==> src/rtl/bl_pwm_pkg.sv <==
package bl_pwm_pkg;
  localparam int unsigned REG_W  = 8;
  localparam int unsigned ADDR_W = 8;
  localparam int unsigned DIV_W  = 7;
  localparam int unsigned CNT_W  = 8;

  localparam logic [ADDR_W-1:0] OFS_CTRL = 8'h4B;
  localparam logic [ADDR_W-1:0] OFS_DUTY = 8'h4E;
  localparam logic [ADDR_W-1:0] OFS_BLEN = 8'h51;

  typedef struct packed {
    logic             out_en;
    logic [DIV_W-1:0] div;
  } ctrl_t;
endpackage

==> src/rtl/bl_pwm_regs.sv <==
module bl_pwm_regs
  import bl_pwm_pkg::*;
(
  input  logic              clk,
  input  logic              rst_n,
  input  logic              we,
  input  logic [ADDR_W-1:0] addr,
  input  logic [REG_W-1:0]  wdata,
  output logic [REG_W-1:0]  rdata,
  output ctrl_t             ctrl,
  output logic [REG_W-1:0]  duty,
  output logic [REG_W-1:0]  blen
);
  localparam int unsigned NREG = 3;
  localparam logic [ADDR_W-1:0] OFS [NREG] = '{OFS_CTRL, OFS_DUTY, OFS_BLEN};

  logic [REG_W-1:0] reg_q [NREG];
  logic [NREG-1:0]  hit;

  for (genvar g = 0; g < NREG; g++) begin : g_reg
    logic [REG_W-1:0] reg_d;
    assign hit[g] = (addr == OFS[g]);
    always_comb begin
      reg_d = reg_q[g];
      if (we && hit[g]) reg_d = wdata;
    end
    always_ff @(posedge clk or negedge rst_n) begin
      if (!rst_n) reg_q[g] <= '0;
      else        reg_q[g] <= reg_d;
    end
  end

  always_comb begin
    rdata = '0;
    for (int i = 0; i < NREG; i++) begin
      if (hit[i]) rdata = reg_q[i];
    end
  end

  assign ctrl = ctrl_t'(reg_q[0]);
  assign duty = reg_q[1];
  assign blen = reg_q[2];

  // a write to an unmapped offset leaves every register unchanged
  a_r3_unmapped_write: assert property (@(posedge clk) disable iff (!rst_n)
    (we && (hit == '0)) |=> ($stable(reg_q[0]) && $stable(reg_q[1]) && $stable(reg_q[2])));
endmodule

==> src/rtl/bl_pwm_prescale.sv <==
module bl_pwm_prescale
  import bl_pwm_pkg::*;
(
  input  logic             clk,
  input  logic             rst_n,
  input  logic             run,
  input  logic [DIV_W-1:0] limit,
  output logic             tick
);
  logic [DIV_W-1:0] cnt_q, cnt_d;

  always_comb begin
    if (!run)                cnt_d = '0;
    else if (cnt_q == limit) cnt_d = '0;
    else                     cnt_d = cnt_q + 1'b1;
  end

  always_ff @(posedge clk or negedge rst_n) begin
    if (!rst_n) cnt_q <= '0;
    else        cnt_q <= cnt_d;
  end

  assign tick = run && (cnt_q == limit);

  // the prescaler count never passes the active limit
  a_r5_pre_bound: assert property (@(posedge clk) disable iff (!rst_n)
    run |-> (cnt_q <= limit));
  // an idle prescaler is at zero when it next runs
  a_r8_pre_restart: assert property (@(posedge clk) disable iff (!rst_n)
    !run |=> (cnt_q == '0));
endmodule

==> src/rtl/bl_pwm_core.sv <==
module bl_pwm_core
  import bl_pwm_pkg::*;
(
  input  logic             clk,
  input  logic             rst_n,
  input  logic             run,
  input  logic             tick,
  input  logic [REG_W-1:0] duty_live,
  input  logic [DIV_W-1:0] div_live,
  output logic [DIV_W-1:0] div_act,
  output logic             pwm_hi
);
  logic [CNT_W-1:0] pcnt_q, pcnt_d;
  logic [REG_W-1:0] duty_q, duty_d;
  logic [DIV_W-1:0] div_q,  div_d;
  logic             boundary, load;

  assign boundary = tick && (pcnt_q == {CNT_W{1'b1}});
  assign load     = !run || boundary;

  always_comb begin
    pcnt_d = pcnt_q;
    if (!run)      pcnt_d = '0;
    else if (tick) pcnt_d = pcnt_q + 1'b1;
    duty_d = load ? duty_live : duty_q;
    div_d  = load ? div_live  : div_q;
  end

  always_ff @(posedge clk or negedge rst_n) begin
    if (!rst_n) begin
      pcnt_q <= '0;
      duty_q <= '0;
      div_q  <= '0;
    end else begin
      pcnt_q <= pcnt_d;
      duty_q <= duty_d;
      div_q  <= div_d;
    end
  end

  assign div_act = div_q;
  assign pwm_hi  = run && (CNT_W'(pcnt_q) < CNT_W'(duty_q));

  // shadow values are held between period boundaries
  a_r7_shadow_hold: assert property (@(posedge clk) disable iff (!rst_n)
    (run && !boundary) |=> ($stable(duty_q) && $stable(div_q)));
  // the period counter is at zero after any idle cycle
  a_r8_period_restart: assert property (@(posedge clk) disable iff (!rst_n)
    !run |=> (pcnt_q == '0));
  // a zero level never drives the output high
  a_r6_zero_low: assert property (@(posedge clk) disable iff (!rst_n)
    (duty_q == '0) |-> !pwm_hi);
endmodule

==> src/rtl/bl_pwm_top.sv <==
module bl_pwm_top
  import bl_pwm_pkg::*;
(
  input  logic              clk,
  input  logic              rst_n,
  input  logic              bus_we,
  input  logic [ADDR_W-1:0] bus_addr,
  input  logic [REG_W-1:0]  bus_wdata,
  output logic [REG_W-1:0]  bus_rdata,
  output logic              pwm_out
);
  ctrl_t            ctrl;
  logic [REG_W-1:0] duty, blen;
  logic [DIV_W-1:0] div_act;
  logic             active, tick, pwm_hi;

  bl_pwm_regs u_regs (
    .clk(clk), .rst_n(rst_n), .we(bus_we), .addr(bus_addr), .wdata(bus_wdata),
    .rdata(bus_rdata), .ctrl(ctrl), .duty(duty), .blen(blen)
  );

  assign active = ctrl.out_en && blen[0];

  bl_pwm_prescale u_pre (
    .clk(clk), .rst_n(rst_n), .run(active), .limit(div_act), .tick(tick)
  );

  bl_pwm_core u_core (
    .clk(clk), .rst_n(rst_n), .run(active), .tick(tick),
    .duty_live(duty), .div_live(ctrl.div), .div_act(div_act), .pwm_hi(pwm_hi)
  );

  assign pwm_out = pwm_hi;

  // either enable low forces the output low
  a_r4_gated_low: assert property (@(posedge clk) disable iff (!rst_n)
    (!ctrl.out_en || !blen[0]) |-> !pwm_out);
endmodule

==> config.mk <==
export PLATFORM = sky130hd
export DESIGN_NAME = bl_pwm_top
export DESIGN_NICKNAME = d
export VERILOG_FILES = /design/src/rtl/bl_pwm_pkg.sv /design/src/rtl/bl_pwm_regs.sv /design/src/rtl/bl_pwm_prescale.sv /design/src/rtl/bl_pwm_core.sv /design/src/rtl/bl_pwm_top.sv
export SDC_FILE = /design/constraint.sdc
export NUM_CORES = 1
export LEC_CHECK = 0
export BUFFER_PORTS_ARGS = -buffer_cell sky130_fd_sc_hd__buf_2
export CAP_MARGIN = 20
export CORE_ASPECT_RATIO = 1.4
export CORE_MARGIN = 3
export CORE_UTILIZATION = 30
export CTS_BUF_LIST = sky130_fd_sc_hd__clkbuf_4 sky130_fd_sc_hd__clkbuf_8
export DETAILED_ROUTE_END_ITERATION = 12
export PLACE_DENSITY = 0.44
export SYNTH_ARGS = -nofsm -noshare
export SYNTH_HDL_FRONTEND = slang
export SYNTH_SLANG_ARGS = --single-unit
==> constraint.sdc <==
create_clock -name clk -period 1.9 [get_ports clk]
set_input_delay 0.095 -clock clk [delete_from_list [all_inputs] [get_ports clk]]
set_output_delay 0.095 -clock clk [all_outputs]
set_load 0.05 [all_outputs]
==> run_results.csv, run 1 <==
group,metric,value,unit
synth,synth.area.top_cells,"dfrtp_1 (50%), mux2_2 (12%), mux2_4 (5.5%)",
cells_and_area,fin_nets,309,
synth,synth_common_cells,"dfrtp_1 (54), mux2_2 (29), nand2_1 (18), nor2_1 (16)",
worst_setup_path,critPathArrivalTime,1900,ps
cells_and_area,antenna_cells,0,
sta,fin_worst_skew,8.67,ps
global_routing,grt_pass1_wl,9.85,mm
synth,syn_inst,223,
global_routing,use_met1,0.159,
cells_and_area,final_cell_count_no_fill,387,
global_routing,grt.busiest_layer,"met2",
synth,avgSynthCellArea,12.2,µm²
power,p_leak,1.67,nW
power,ir_drop,0.000356,V
clock_network,cts_tree,"built",
clock_network,cts-root-buf,"clkbuf_8",
sta,layout_setup_ws,-96.9,ps
route,vias,1829,
power,fin_total_pwr,0.00213,W
floorplan,rows,40,
floorplan,pin_count,28,
clock_network,clk_latency,330,ps
sta,finalMaxSlewViolations,0,
placed_design,hpwl,4.36,mm
synth,async_reset_ff_frac,1.00,
global_routing,antenna_found_initial,0,
clock_network,clockBufferDepth,2,
synth,synth_nets,251,
global_routing,met2_usage,0.200,
min_path,hp-class,"in -> reg",
global_routing,grt_max_degree,32,
job,cap_viol_max_count,0,
synth,synth_edf_count,0,
floorplan,die_area,10300,µm²
outcome,run_status,"finished with violations",
route,wire_per_inst,15.1,µm
synth,ys.flop_type,"dfrtp_1",
synth,synth.distinct_cells,37,
placed_design,place_congestion,0.747,
global_routing,grt.overflow.total,0,
sta,final-hold-violation-count,0,
placed_design,dp.cells,373,
placed_design,post-place-ws,-19.3,ps
global_routing,grt_pass1_vias,1940,
placed_design,postPlaceCellArea,3160,µm²
floorplan,die_h,119,µm
worst_setup_path,cp_slowest_cell,"dfrtp_1",
floorplan,die_x,86.5,µm
sta,layout_min_cycle_time,2000,ps
min_path,hold_start,"bus_wdata[0]",
route,ant_nets,0,
sta,rsz0062_at_grt,"true",
worst_setup_path,crit_chain,"inv_2, ha_1, a21o_1, a211oi_2, nor3_2, nor4_4, buf_6",
sta,worstMarginPinSlew,586,ps
power,power_density,626,nW/µm²
worst_setup_path,cp_max_fo,2,
clock_network,cts_sinks,54,
sta,max_freq,0.501,GHz
clock_network,cts.reportedPaths.clkPinSlew,110,ps
worst_setup_path,required,1800,ps
cells_and_area,stdcell_area,3400,µm²
route,drt_wl_total,5.83,mm
global_routing,met3_usage,0.0237,
worst_setup_path,cp-end-kind,"primary output",
global_routing,grtUsageTotal,0.125,
worst_setup_path,crit_start,"u_core.duty_q[1]",
sta,setup_viol,16,
floorplan,initial_core_util,0.313,
worst_setup_path,reg2reg_from,"u_core.pcnt_q[1]",
route,drtIter0Drc,65,
synth,yosysSeqAreaShare,0.496,
worst_setup_path,start_kind,"flop",
synth,ys_ff_latch,54,
worst_setup_path,critPathKind,"reg -> out",
worst_setup_path,max_stage_delay,370,ps
floorplan,core-area,8710,µm²
placed_design,port_buffers,27,
synth,synth_top_area_cell,"dfrtp_1",
sta,period_share,1.05,
synth,syn_area,2720,µm²
sta,maxSlewHeadroom,0.609,
cells_and_area,drive_above_1_share,0.436,
synth,synth_top_area_share,0.496,
route,drc,0,
synth,yosysMostFrequentCell,"dfrtp_1",
outcome,violations,"negative setup slack",
cells_and_area,syn2layout_area_growth,24.7,%
synth,synth_warnings,0,
route,via_per_inst,4.73,
clock_network,htreeDepth,2,
clock_network,cts_made_buffers,5,
route,first_pass_iters,4,
-- cells by family (layout without fill, tap and decap cells) --
group	after synthesis	count (layout)	synth area share
and+or+nand+nor	66	66	0.147
DFF	54	54	0.496
muxes	39	39	0.175
AOI/OAI and AO/OA	19	19	0.0510
buffers and inverters	19	78	0.0349
xor gates and xnor gates	17	17	0.0547
adders and majority gates	9	9	0.0414
-- sequential cells by signal, indices dropped and copies added, names as in the netlist --
register        count
u_core.duty_q       8
u_core.pcnt_q       8
u_regs.blen         8
u_regs.ctrl         8
u_regs.duty         8
u_core.div_act      7
u_pre.cnt_q         7
-- area by class of cell --
type / count / area [µm²]
multi-input cells: 150 / 1320
inverters: 15 / 56.3
repair buffers: 55 / 443
fillers: 881 / 5310
well taps: 105 / 131
clock inverters: 3 / 28.8
clock buffers: 5 / 68.8
flip-flops and latches: 54 / 1350
-- metrics by stage --
step                TNS (ps)  hold slack (ps)   util
floorplan               -345             -201      -
global placement        -154              138  0.362
detailed placement     -89.7              142  0.362
CTS                     -128             2.64  0.379
global route           -2190             17.7  0.390
finish                  -885             24.6  0.390
-- routing by layer --
layer  part of all wire  routed length [µm]
met4              0.024                 140
met2               0.52                3010
met3              0.030                 174
met5                  0                   0
met1               0.43                2510
-- where the power goes --
part	switching, W	leakage [nW]	internal [W]
Clock	0.000430	0.0506	0.000277
Sequential	0.0000290	0.747	0.00119
Combinational	0.000100	0.875	0.000102
Total	0.000560	1.67	0.00157
-- path summary, 6_finish.rpt --
kind                                      to  slack, ps  depth (start not counted)
min reg2reg                   u_regs.blen[1]        510                          1
min                           u_regs.blen[0]         20                          2
max reg2reg                u_core.div_act[1]        -60                          8
min in group asynchronous   u_core.duty_q[7]        290                          2
max                                  pwm_out       -100                          7
max in group asynchronous     u_pre.cnt_q[0]       1020                          3
-- critical path, delay by kind of cell (launching register included) --
family / cells / cell delay (ps)
compound gates: 2 / 390
fa+ha+maj: 1 / 280
buf+inv: 2 / 230
flops: 1 / 370
simple gates: 2 / 310
-- what timing repair did --
item | in CTS | in global routing
pin swaps | 4 | 2
hold buffers | 1 | 0
resized for setup | 8 | 23
setup buffers | 2 | 2
gates cloned | 0 | 1
endpoints found under the setup margin | 12 | 24
hold endpoints to repair | 23 | 0
-- layout by cell type (no fill, tap or decap), types with 3 or more instances in the layout --
master / netlist / routed
clkbuf_8: 0 / 5
nand3_1: 4 / 4
mux2_4: 10 / 10
a21oi_1: 4 / 4
buf_6: 1 / 8
nand2_1: 18 / 18
dfrtp_1: 54 / 54
xnor2_1: 15 / 14
a22oi_1: 6 / 6
mux2_2: 29 / 29
buf_4: 0 / 25
nor2_1: 16 / 16
nor4_4: 2 / 3
buf_2: 0 / 18
ha_1: 9 / 9
inv_1: 15 / 13
nor3_1: 4 / 3
nand2b_1: 4 / 4
(Power assumes the default switching activity.)
==> run 2: changes to the inputs <==
--- a/config.mk
+++ b/config.mk
@@ -10,7 +10,7 @@
 export CORE_ASPECT_RATIO = 1.4
 export CORE_MARGIN = 3
 export CORE_UTILIZATION = 30
-export CTS_BUF_LIST = sky130_fd_sc_hd__clkbuf_4 sky130_fd_sc_hd__clkbuf_8
+export CTS_BUF_LIST = sky130_fd_sc_hd__clkbuf_8 sky130_fd_sc_hd__clkbuf_16
 export DETAILED_ROUTE_END_ITERATION = 12
 export PLACE_DENSITY = 0.44
 export SYNTH_ARGS = -nofsm -noshare
==> run 2 against run 1 <==
The run still ends with negative setup slack left. Sequential share of layout area shrank 0.61 points. Fmax rose by 1.8%. First-iteration DRC count is 31% lower. Non-clock buffer count fell by 1. Clock-buffer cell count did not move. Via count is 0.22% higher. Register-to-register slack improved by 70 ps. Die area did not move. Cell area increased by 1.5%. Final cell count shrank 0.26%. Wire length decreased by 0.87%. Critical endpoint unchanged. Largest power group unchanged.
==> run_results.csv, run 2 (same netlist as run 1, synthesis figures left out) <==
group,metric,value,unit
sta,finalMaxSlewViolations,0,
route,drt_wl_total,5.78,mm
route,wire_per_inst,15.0,µm
route,drc,0,
cells_and_area,final_cell_count_no_fill,386,
worst_setup_path,cp-end-kind,"primary output",
cells_and_area,layout_common_cells,"dfrtp_1 (54), mux2_2 (29), buf_4 (25)",
sta,setup-tns-final,-61.6,ps
floorplan,initial_core_util,0.313,
cells_and_area,final_common_cell,"dfrtp_1",
sta,max_freq,0.510,GHz
global_routing,grt.overflow.total,0,
sta,rsz0062_at_grt,"true",
placed_design,place_congestion,0.747,
placed_design,port_buffers,27,
sta,worstMarginPinSlew,581,ps
sta,layout_min_cycle_time,1960,ps
worst_setup_path,start_kind,"flop",
worst_setup_path,critPathArrivalTime,1870,ps
clock_network,cts-root-buf,"clkbuf_16",
route,vias,1833,
worst_setup_path,critPathKind,"reg -> out",
clock_network,cts_made_buffers,5,
worst_setup_path,cp_max_fo,2,
cells_and_area,drive_above_1_share,0.438,
clock_network,clockBufferDepth,2,
floorplan,pin_count,28,
route,drtIter0Drc,45,
clock_network,htreeDepth,2,
clock_network,cts.reportedPaths.clkPinSlew,80,ps
global_routing,grtUsageTotal,0.125,
route,ant_nets,0,
global_routing,grt_max_degree,32,
placed_design,postPlaceCellArea,3160,µm²
placed_design,post-place-ws,-19.3,ps
sta,fin_worst_skew,7.87,ps
global_routing,antenna_found_initial,0,
sta,maxSlewHeadroom,0.613,
sta,layout_setup_ws,-61.6,ps
cells_and_area,utilization,0.396,
global_routing,grt_pass1_wl,9.91,mm
route,via_per_inst,4.75,
route,first_pass_iters,4,
floorplan,die_x,86.5,µm
power,p_leak,1.69,nW
clock_network,clk_latency,300,ps
job,cap_viol_max_count,0,
cells_and_area,stdcell_area,3450,µm²
worst_setup_path,required,1800,ps
power,power_density,691,nW/µm²
global_routing,grt_pass1_vias,1958,
floorplan,rows,40,
placed_design,dp.cells,373,
sta,period_share,1.03,
floorplan,core-area,8710,µm²
min_path,hp-class,"in -> reg",
outcome,violations,"negative setup slack",
clock_network,cts_tree,"built",
power,ir_drop,0.000427,V
outcome,run_status,"finished with violations",
sta,setup_viol,1,
cells_and_area,syn2layout_area_growth,26.7,%
cells_and_area,antenna_cells,0,
cells_and_area,fin_nets,308,
floorplan,die_area,10300,µm²
sta,final-hold-violation-count,0,
clock_network,cts_sinks,54,
placed_design,hpwl,4.36,mm
floorplan,die_h,119,µm
[run 2: worst paths after layout]
kind | start | endpoint | slack, ps | cells after the start
max | u_core.duty_q[1] | pwm_out | -60 | 7
min | bus_wdata[7] | u_regs.duty[7] | 50 | 2
max reg2reg | u_core.pcnt_q[1] | u_core.div_act[1] | 10 | 7
min reg2reg | u_regs.blen[1] | u_regs.blen[1] | 510 | 1
max in group asynchronous | rst_n | u_pre.cnt_q[1] | 990 | 3
min in group asynchronous | rst_n | u_core.duty_q[7] | 320 | 2
[run 2: critical path: stages, from the launching register on]
cell,delay [ps]
dfrtp_1,360
inv_2,40
ha_1,280
a21o_1,160
a211oi_2,230
nor3_2,90
nor4_4,220
buf_6,190
[run 2: repair_timing]
item                                    CTS  global route
hold buffers                              1             0
gates cloned                              0             1
hold endpoints to repair                 23             0
buffers inserted                          2             1
endpoints found under the setup margin   13            24
pin swaps                                 4             3
resized for setup                         8            23
[run 2: through the flow]
stage / total power (W) / hold WS, ps
floorplan: 0.00134 / -201
global placement: 0.00143 / 138
detailed placement: 0.00143 / 142
CTS: 0.00243 / 40.7
global route: 0.00251 / 58.6
finish: 0.00238 / 54.6
[run 2: area by class of cell]
class	count	area (µm²)
inverter	15	56.3
fill	880	5260
clock buffer	5	125
timing repair buffer	54	432
sequential	54	1350
tap	105	131
multi-input combinational	150	1320
clock inverter	3	28.8
[run 2: metal layers]
| metal | global-route usage | part of all wire |
|---|---|---|
| met2 | 0.205 | 0.53 |
| met1 | 0.156 | 0.42 |
| met5 | 0 | 0 |
| met3 | 0.0237 | 0.029 |
| met4 | 0.0565 | 0.021 |
[run 2: where the power goes]
part	internal [W]	switching, W	total [W]
clock network	0.000506	0.000456	0.000962
registers	0.00119	0.0000291	0.00122
logic	0.000102	0.000100	0.000203
